### src/rtl/dual_chan_isolator.sv
module dual_chan_isolator #(
  parameter int W  = 16,
  parameter int TW = 32,
  parameter int CW = 12
) (
  input  logic          clk,
  input  logic          rst_n,
  input  logic          clr,
  input  logic          smp_vld,
  input  logic [W-1:0]  val_a,
  input  logic [W-1:0]  val_b,
  input  logic [W-1:0]  mis_tol,
  input  logic          sup_ok_a,
  input  logic          sup_ok_b,
  input  logic [15:0]   sup_period,
  input  logic          bist_ok_a,
  input  logic          bist_ok_b,
  input  logic          ts_vld,
  input  logic [TW-1:0] ts_a,
  input  logic [TW-1:0] ts_b,
  input  logic [TW-1:0] ts_period,
  input  logic [TW-1:0] ts_tol,
  input  logic [3:0]    k_int,
  input  logic          cnv_vld,
  input  logic [CW-1:0] cnv_a,
  input  logic [CW-1:0] cnv_b,
  input  logic [CW-1:0] cnv_tol,
  output logic [1:0]    cnv_mode,
  output logic          busy,
  output logic          block_a,
  output logic          block_b,
  output logic          dual_alarm,
  output logic [2:0]    verdict,
  output logic [W-1:0]  data_out,
  output logic          data_vld
);
  localparam logic [CW-1:0] FULL = {CW{1'b1}};
  localparam logic [2:0] S_IDLE = 3'd0, S_BIST = 3'd1, S_TIME = 3'd2, S_CZ = 3'd3, S_CR = 3'd4;

  logic [2:0]    st;
  logic [15:0]   sup_cnt;
  logic [TW-1:0] prev_a, prev_b;
  logic          have_prev, tbad_a, tbad_b;
  logic [3:0]    n_int;

  logic [W-1:0] diff;
  assign diff = (val_a > val_b) ? val_a - val_b : val_b - val_a;
  logic start;
  assign start = (st == S_IDLE) && smp_vld && !block_a && !block_b && (diff > mis_tol);

  logic sup_tick, sup_a, sup_b;
  assign sup_tick = (sup_cnt >= sup_period);
  assign sup_a = sup_tick && !sup_ok_a;
  assign sup_b = sup_tick && !sup_ok_b;

  function automatic logic off_period(input logic [TW-1:0] cur, input logic [TW-1:0] old,
                                      input logic [TW-1:0] per, input logic [TW-1:0] tol);
    logic [TW-1:0] d, e;
    d = cur - old;
    e = (d > per) ? d - per : per - d;
    return e > tol;
  endfunction

  logic int_ev, last_int;
  assign int_ev   = (st == S_TIME) && ts_vld && have_prev;
  assign last_int = int_ev && ({1'b0, n_int} + 5'd1 >= {1'b0, k_int});

  logic       v_fire, v_a, v_b;
  logic [2:0] v_code;
  always_comb begin
    v_fire = 1'b0; v_a = 1'b0; v_b = 1'b0; v_code = 3'd0;
    case (st)
      S_BIST: begin v_fire = 1'b1; v_a = !bist_ok_a; v_b = !bist_ok_b; v_code = 3'd2; end
      S_TIME: begin
        v_fire = last_int;
        v_a = tbad_a || off_period(ts_a, prev_a, ts_period, ts_tol);
        v_b = tbad_b || off_period(ts_b, prev_b, ts_period, ts_tol);
        v_code = 3'd3;
      end
      S_CZ: begin v_fire = cnv_vld; v_a = cnv_a > cnv_tol; v_b = cnv_b > cnv_tol; v_code = 3'd4; end
      S_CR: begin v_fire = cnv_vld; v_a = cnv_a < FULL - cnv_tol; v_b = cnv_b < FULL - cnv_tol; v_code = 3'd5; end
      default: ;
    endcase
  end

  always_ff @(posedge clk or negedge rst_n) begin
    if (!rst_n) begin
      st <= S_IDLE; block_a <= 1'b0; block_b <= 1'b0; dual_alarm <= 1'b0; verdict <= 3'd0;
      sup_cnt <= '0;
    end else begin
      sup_cnt <= sup_tick ? '0 : sup_cnt + 16'd1;
      if (clr) begin
        st <= S_IDLE; block_a <= 1'b0; block_b <= 1'b0; dual_alarm <= 1'b0; verdict <= 3'd0;
      end else if (sup_a || sup_b) begin
        st <= S_IDLE;
        block_a <= block_a | sup_a;
        block_b <= block_b | sup_b;
        dual_alarm <= dual_alarm | (sup_a & sup_b);
        verdict <= 3'd1;
      end else if (v_fire) begin
        if (v_a || v_b) begin
          st <= S_IDLE;
          block_a <= block_a | v_a;
          block_b <= block_b | v_b;
          dual_alarm <= dual_alarm | (v_a & v_b);
          verdict <= v_code;
        end else if (st == S_CR) begin
          st <= S_IDLE;
          verdict <= 3'd7;
        end else begin
          st <= st + 3'd1;
        end
      end else if (start) begin
        st <= S_BIST;
      end
    end
  end

  always_ff @(posedge clk or negedge rst_n) begin
    if (!rst_n) begin
      have_prev <= 1'b0; tbad_a <= 1'b0; tbad_b <= 1'b0; n_int <= '0;
      prev_a <= '0; prev_b <= '0;
    end else if (st != S_TIME) begin
      have_prev <= 1'b0; tbad_a <= 1'b0; tbad_b <= 1'b0; n_int <= '0;
    end else if (ts_vld) begin
      prev_a <= ts_a;
      prev_b <= ts_b;
      have_prev <= 1'b1;
      if (have_prev) begin
        n_int  <= n_int + 4'd1;
        tbad_a <= tbad_a | off_period(ts_a, prev_a, ts_period, ts_tol);
        tbad_b <= tbad_b | off_period(ts_b, prev_b, ts_period, ts_tol);
      end
    end
  end

  assign busy     = (st != S_IDLE);
  assign cnv_mode = (st == S_CZ) ? 2'b01 : (st == S_CR) ? 2'b10 : 2'b00;
  assign data_out = (block_a && !block_b) ? val_b : val_a;
  assign data_vld = smp_vld && !(block_a && block_b);
endmodule

### config.mk
export PLATFORM = sky130hd
export DESIGN_NAME = dual_chan_isolator
export DESIGN_NICKNAME = d
export VERILOG_FILES = /design/src/rtl/dual_chan_isolator.sv
export SDC_FILE = /design/constraint.sdc
export NUM_CORES = 1
export LEC_CHECK = 0
export CAP_MARGIN = 20
export CORE_ASPECT_RATIO = 1.75
export CORE_UTILIZATION = 58
export DETAILED_ROUTE_END_ITERATION = 6
export HOLD_SLACK_MARGIN = 0.03
export PLACE_DENSITY = 0.9
export RECOVER_POWER = 25
export SYNTH_ARGS = -nofsm -noshare
export SYNTH_HDL_FRONTEND = slang
export SYNTH_SLANG_ARGS = --single-unit
### constraint.sdc
create_clock -name clk -period 9.63 [get_ports clk]
set_input_delay 1.926 -clock clk [delete_from_list [all_inputs] [get_ports clk]]
set_output_delay 1.926 -clock clk [all_outputs]
set_load 0.01 [all_outputs]
==> impl_results.md, run 1 <==
- Number of flops mapped to enable cells by yosys: 0
- CTS clk-pin slew, worst paths: 0.07 ns
- Max-cap viol count: 2
- First-pass GRT wire length: 113300 um
- DP Area: 23970 sq um
- CORE AREA: 32440 sq um
- Post-DR wirelength/cell: 22.27 um
- CTS tree: done
- Mapped Avg Cell Area: 7.601 sq um
- Layout area overhead: 27.54%
- Vias: 21694
- Final HPWL DP: 61980 um
- Initial Util: 0.5931
- Initial DRT Pass Iterations: 7
- Worst-skew pair later-pin latency: 0.40 ns
- Gpl congestion: 1.097
- Share of the synthesized area in the top cell type: 0.2432
- Critical path arrival: 9.71 ns
- Cell row count: 87
- Post-synth cell types: 77
- Mapped cell area: 19240 sq um
- Failing checks: design-rule violations, max-capacitance violations, max-slew violations
- Vias in the first global route: 22258
- Hold WC Path Type: reg2reg
- Worst path slowest cell: clkdlybuf4s50_1
- DRC: 2
- Post-synth ARST share: 1.000
- Area contributors post-synth: ha_1, dfrtp_1, a21oi_1
- Share of cells above drive strength 1: 0.1352
- Max-slew violations: 99
- Post-route ant nets: 0
- CP max stage delay: 0.40 ns
- WL met3: 4785 um
- Setup Viol. Count Final: 0
- Congestion Overflow GR: 0
- Die height: 242.9 um
- Hold-fix buffers, CTS: 0
- Max Clock Freq: 105.9 MHz
- Critical Path Source: ts_b[0]
- Crit. End Element: flop
- Final Hold Fails: 0
- Worst-margin pin slew: 3.717 ns
- Slew headroom: -1.478
- Initial antenna violation count: 1
- Post-synth top cells: ha_1, inv_1, a21oi_1
- Final worst path period share: 0.9809
- Crit-path max FO: 5
- Largest net degree at the start of global routing: 67
- Vias/cell: 6.399
- Clock Sinks: 96
- CP most frequent cell: buf_4
- Placed insts: 3368
- Crit path kind: in2reg
- Synth Net Count: 3155
- Layout net count: 3608
- Final instance area: 24540 sq um
- Sequential area share after synthesis: 0.1249
- Clock tree buffer depth: 2
- CP startpoint kind: input pin
- # IOs: 268
- TritonCTS Buffers: 9
- Run status: finished, violations left
- I/O Buffers: 267
- Leading area contributor after synthesis: ha_1
- CTS root buffer: clkbuf_16
- Worst Skew: 0.01575 ns
- Most frequent cell after synthesis: ha_1
- WL final: 75500 um
- Beginning of the worst hold path: prev_b[0]
- Cells after Synth: 2531
- Fillers: 2379
- Hold_ws: 0.4981 ns
- Reg area: 2402 sq um
- Synth Flop Type: dfrtp_1
- Max layer used: met4
- DRT iter0 DRCs: 1437
- Met2 wire length: 37850 um
- Met1 WL: 25650 um
- GRT Util Overall: 0.4285
- Seq cells post-synth: 96
- Fin cells: 3390
- Tmin final: 9.446 ns
- Worst r2r src: prev_b[4]
- Multi-input logic area: 15490 sq um
- H-tree levels: 3
- Full die area: 33930 sq um
- Die Wd: 139.7 um
- Util after Layout: 0.7564
- Ys Warns: 0
- CP required: 9.90 ns
==> flip-flops by register name, indices dropped and copies added (netlist names) <==
| signal | cells |
|---|---|
| prev_a | 32 |
| prev_b | 32 |
| sup_cnt | 16 |
| n_int | 4 |
| st | 3 |
| verdict | 3 |
| block_a | 1 |
| block_b | 1 |
| dual_alarm | 1 |
| have_prev | 1 |
| tbad_a | 1 |
| tbad_b | 1 |
==> layer usage <==
| layer | global-route usage | up-vias |
|---|---|---|
| li1 | - | 9932 |
| met1 | 0.4230 | 10126 |
| met2 | 0.7869 | 1180 |
| met3 | 0.06056 | 456 |
| met4 | 0.3568 | 0 |
| met5 | 0 | - |
==> timing repair <==
action                                  CTS  global route
pin swaps                                 1            14
endpoints found under the setup margin    9             9
resized for setup                         6            50
buffers inserted                          0             5
==> cell usage in the layout, fill, tap and decap left out, drive strengths merged, types with 21 or more instances in the layout <==
cell type      synthesis  routed
nand4                 54      54
o21a                  23      23
inv                  330     333
ha                   374     374
mux2                  73      73
nor2                 142     142
xnor2                 89      89
o21bai                51      51
dfrtp                 96      96
buf                   22     255
nor3                  44      44
nor2b                 30      30
o21ai                166     166
a21o                 125     125
xor2                  67      67
clkdlybuf4s50          0     265
a211oi                28      28
nand2b                22      22
nand2                154     154
and3                  21      21
a21oi                270     270
nand3                 39      39
==> worst paths after layout <==
kind	end	slack [ns]	depth (start not counted)
min reg2reg	prev_b[0]	0.50	2
min	prev_b[0]	0.50	2
max in group asynchronous	prev_a[22]	3.38	2
min in group asynchronous	n_int[0]	1.96	1
max reg2reg	st[0]	1.83	37
max	st[0]	0.18	41
==> worst max-delay path, delay by kind of cell <==
family	cells	cell delay [ns]
compound gates	20	3.92
xor+xnor	2	0.25
fa+ha+maj	4	1.08
buf+inv	10	1.69
simple gates	5	0.83
==> cell type report <==
cell class / instances / area share
flip-flops and latches: 96 / 0.09790
inverters: 330 / 0.05048
repair buffers: 523 / 0.1879
well taps: 400 / 0.02040
clock buffers: 9 / 0.009179
multi-input cells: 2024 / 0.6315
diodes: 1 / 0.0001020
clock inverters: 7 / 0.002601
==> kinds of logic (layout without fill, tap and decap cells) <==
logic type | Yosys count | count (layout) | synth area share
and+or+nand+nor | 563 | 563 | 0.1414
xor gates and xnor gates | 156 | 156 | 0.07102
other | 0 | 1 | 0
muxes | 93 | 93 | 0.05313
DFF | 96 | 96 | 0.1249
AOI/OAI and AO/OA | 830 | 830 | 0.2758
buffers and inverters | 411 | 869 | 0.08227
adders and majority gates | 382 | 382 | 0.2516
==> through the flow <==
stage                     setup WS [ns]  setup TNS, ns
after floorplan                  0.8341              0
after global placement          -0.4232         -3.119
after detailed placement        -0.6351         -4.873
after CTS                       0.02159              0
after global routing            -0.1998         -1.059
final                            0.1844              0
Power of run 1 is not shown: default switching activity piles up to over one toggle a cycle in this logic, so the estimate is an artifact.
==> inputs of run 2 (changes only) <==
--- a/config.mk
+++ b/config.mk
@@ -10,7 +10,7 @@
 export CORE_UTILIZATION = 58
 export DETAILED_ROUTE_END_ITERATION = 6
 export HOLD_SLACK_MARGIN = 0.03
-export PLACE_DENSITY = 0.9
+export PLACE_DENSITY = 0.84
 export RECOVER_POWER = 25
 export SYNTH_ARGS = -nofsm -noshare
 export SYNTH_HDL_FRONTEND = slang
==> run 2 against run 1 <==
The flow finishes with violations (design-rule violations, max-capacitance violations, max-slew violations, negative setup slack). Count of clock-buffer cells in the layout is 1 higher. Via count is 0.80% higher. Sequential cell count stayed put. Wire length is 0.72% higher. Core utilization is 0.18 points higher.
==> impl_results.md, run 2 (synthesis gave the netlist of run 1 again) <==
- Max Clock Freq: 103.8 MHz
- Multi-input logic area: 15510 sq um
- CTS clk-pin slew, worst paths: 0.08 ns
- Reg area: 2402 sq um
- Final worst setup slack: -0.002817 ns
- Vias: 21868
- Hold WC Path Type: reg2reg
- GRT Util Overall: 0.4387
- Worst path slowest cell: clkdlybuf4s50_1
- Fillers: 2312
- Failing checks: design-rule violations, max-capacitance violations, max-slew violations, negative setup slack
- Initial Util: 0.5931
- Critical path arrival: 9.90 ns
- Post-DR wirelength/cell: 22.43 um
- Die Wd: 139.7 um
- RSZ-0062 raised after global routing: true
- DP Area: 23970 sq um
- Crit. End Element: flop
- Hold-fix buffers, CTS: 0
- Most common cell after layout, fill and taps aside: ha_1
- Hold_ws: 0.5106 ns
- Met3 usage: 0.07891
- First-pass GRT wire length: 115800 um
- Worst Skew: 0.01256 ns
- Largest net degree at the start of global routing: 68
- Most frequent cells in the layout: ha_1, inv_1, clkdlybuf4s50_1
- I/O Buffers: 267
- CTS root buffer: clkbuf_16
- CP max stage delay: 0.51 ns
- Fin cells: 3390
- Cell row count: 87
- Die height: 242.9 um
- Final worst path period share: 1.000
- Final instance area: 24600 sq um
- Initial antenna violation count: 0
- ANT cells: 0
- TNS Setup: -0.002817 ns
- Worst-skew pair later-pin latency: 0.40 ns
- CTS tree: done
- GR Layer Usage met1: 0.4228
- Worst-margin pin slew: 3.766 ns
- Slew headroom: -1.510
- Run status: finished, violations left
- Setup Viol. Count Final: 1
- CORE AREA: 32440 sq um
- Placed insts: 3367
- CP required: 9.90 ns
- Met2 Track Usage GR: 0.7879
- Clock tree buffer depth: 2
- Post-route ant nets: 0
- DRC: 2
- Gpl congestion: 1.091
- Max-slew violations: 99
- Layer with the highest usage: met2
- Layout net count: 3609
- Top flop regs: prev_a: 32 flops, prev_b: 32 flops, sup_cnt: 16 flops
- CP startpoint kind: input pin
- Layout area overhead: 27.85%
- Share of cells above drive strength 1: 0.1368
- DRT iter0 DRCs: 1688
- WL final: 76040 um
- Vias/cell: 6.451
- Initial DRT Pass Iterations: 7
- Final HPWL DP: 62530 um
- Crit-path max FO: 7
- Max-cap viol count: 2
- Congestion Overflow GR: 0
- Tmin final: 9.633 ns
- Final Hold Fails: 0
- H-tree levels: 3
- Clock Sinks: 96
- Full die area: 33930 sq um
- Crit path kind: in2reg
- Vias in the first global route: 22791
- # IOs: 268
- TritonCTS Buffers: 9
run 2: changes by cell type in the layout (fill, tap and decap cells not counted), moves of 2 or more:
| cell | delta |
|---|---|
| buf_6 | +2 |
| clkinv_4 | -2 |
| a2111oi_1 | -2 |
| a2111oi_0 | +2 |
| o21ai_1 | -3 |
| and3_1 | +2 |
| and2_4 | -2 |
| a21oi_2 | +3 |
| o21ai_2 | +3 |
| a211oi_2 | -2 |
| a21oi_1 | -3 |
run 2: area by class of cell:
class | instances | area share
Clock buffer | 10 | 0.009716
Clock inverter | 6 | 0.003052
Inverter | 330 | 0.05036
Sequential cell | 96 | 0.09767
Timing Repair Buffer | 524 | 0.1881
Tap cell | 400 | 0.02035
Multi-Input combinational cell | 2024 | 0.6307
run 2: stage by stage:
| step | worst slack (ns) | utilization |
|---|---|---|
| after floorplan | 0.8341 | - |
| after global placement | -0.3244 | 0.7390 |
| after detailed placement | -0.6102 | 0.7390 |
| after CTS | 0.004690 | 0.7507 |
| after global routing | -0.2121 | 0.7582 |
| final | -0.002817 | 0.7582 |
run 2: timing repair:
item	CTS	global route
pin swaps	1	20
hold endpoints to repair	0	0
endpoints found under the setup margin	8	9
gates resized for setup	12	49
setup buffers	1	6
run 2: path summary, 6_finish.rpt:
check                      slack [ns]  depth (start not counted)       start          to
setup reg to reg                 1.67                         34  prev_a[11]       st[2]
hold reg to reg                  0.51                          1  prev_b[21]  prev_b[21]
max in group asynchronous        3.34                          2       rst_n  prev_a[29]
hold / removal                   0.51                          1  prev_b[21]  prev_b[21]
setup / recovery               -0.003                         34    ts_a[11]       st[2]
min in group asynchronous        1.95                          1       rst_n   prev_b[2]
run 2: worst max-delay path: cells and delay by family:
kind            cells  cell delay (ns)
simple gates        7             1.49
xor+xnor            2             0.33
compound gates     17             3.90
buf+inv             5             1.21
fa+ha+maj           3             1.05
run 2: layer usage:
layer,part of all wire,up-vias
li1,-,9931
met1,0.33,10101
met2,0.50,1316
met3,0.071,520
met4,0.10,0
met5,0,-
Power of run 2 is left out for the same reason.
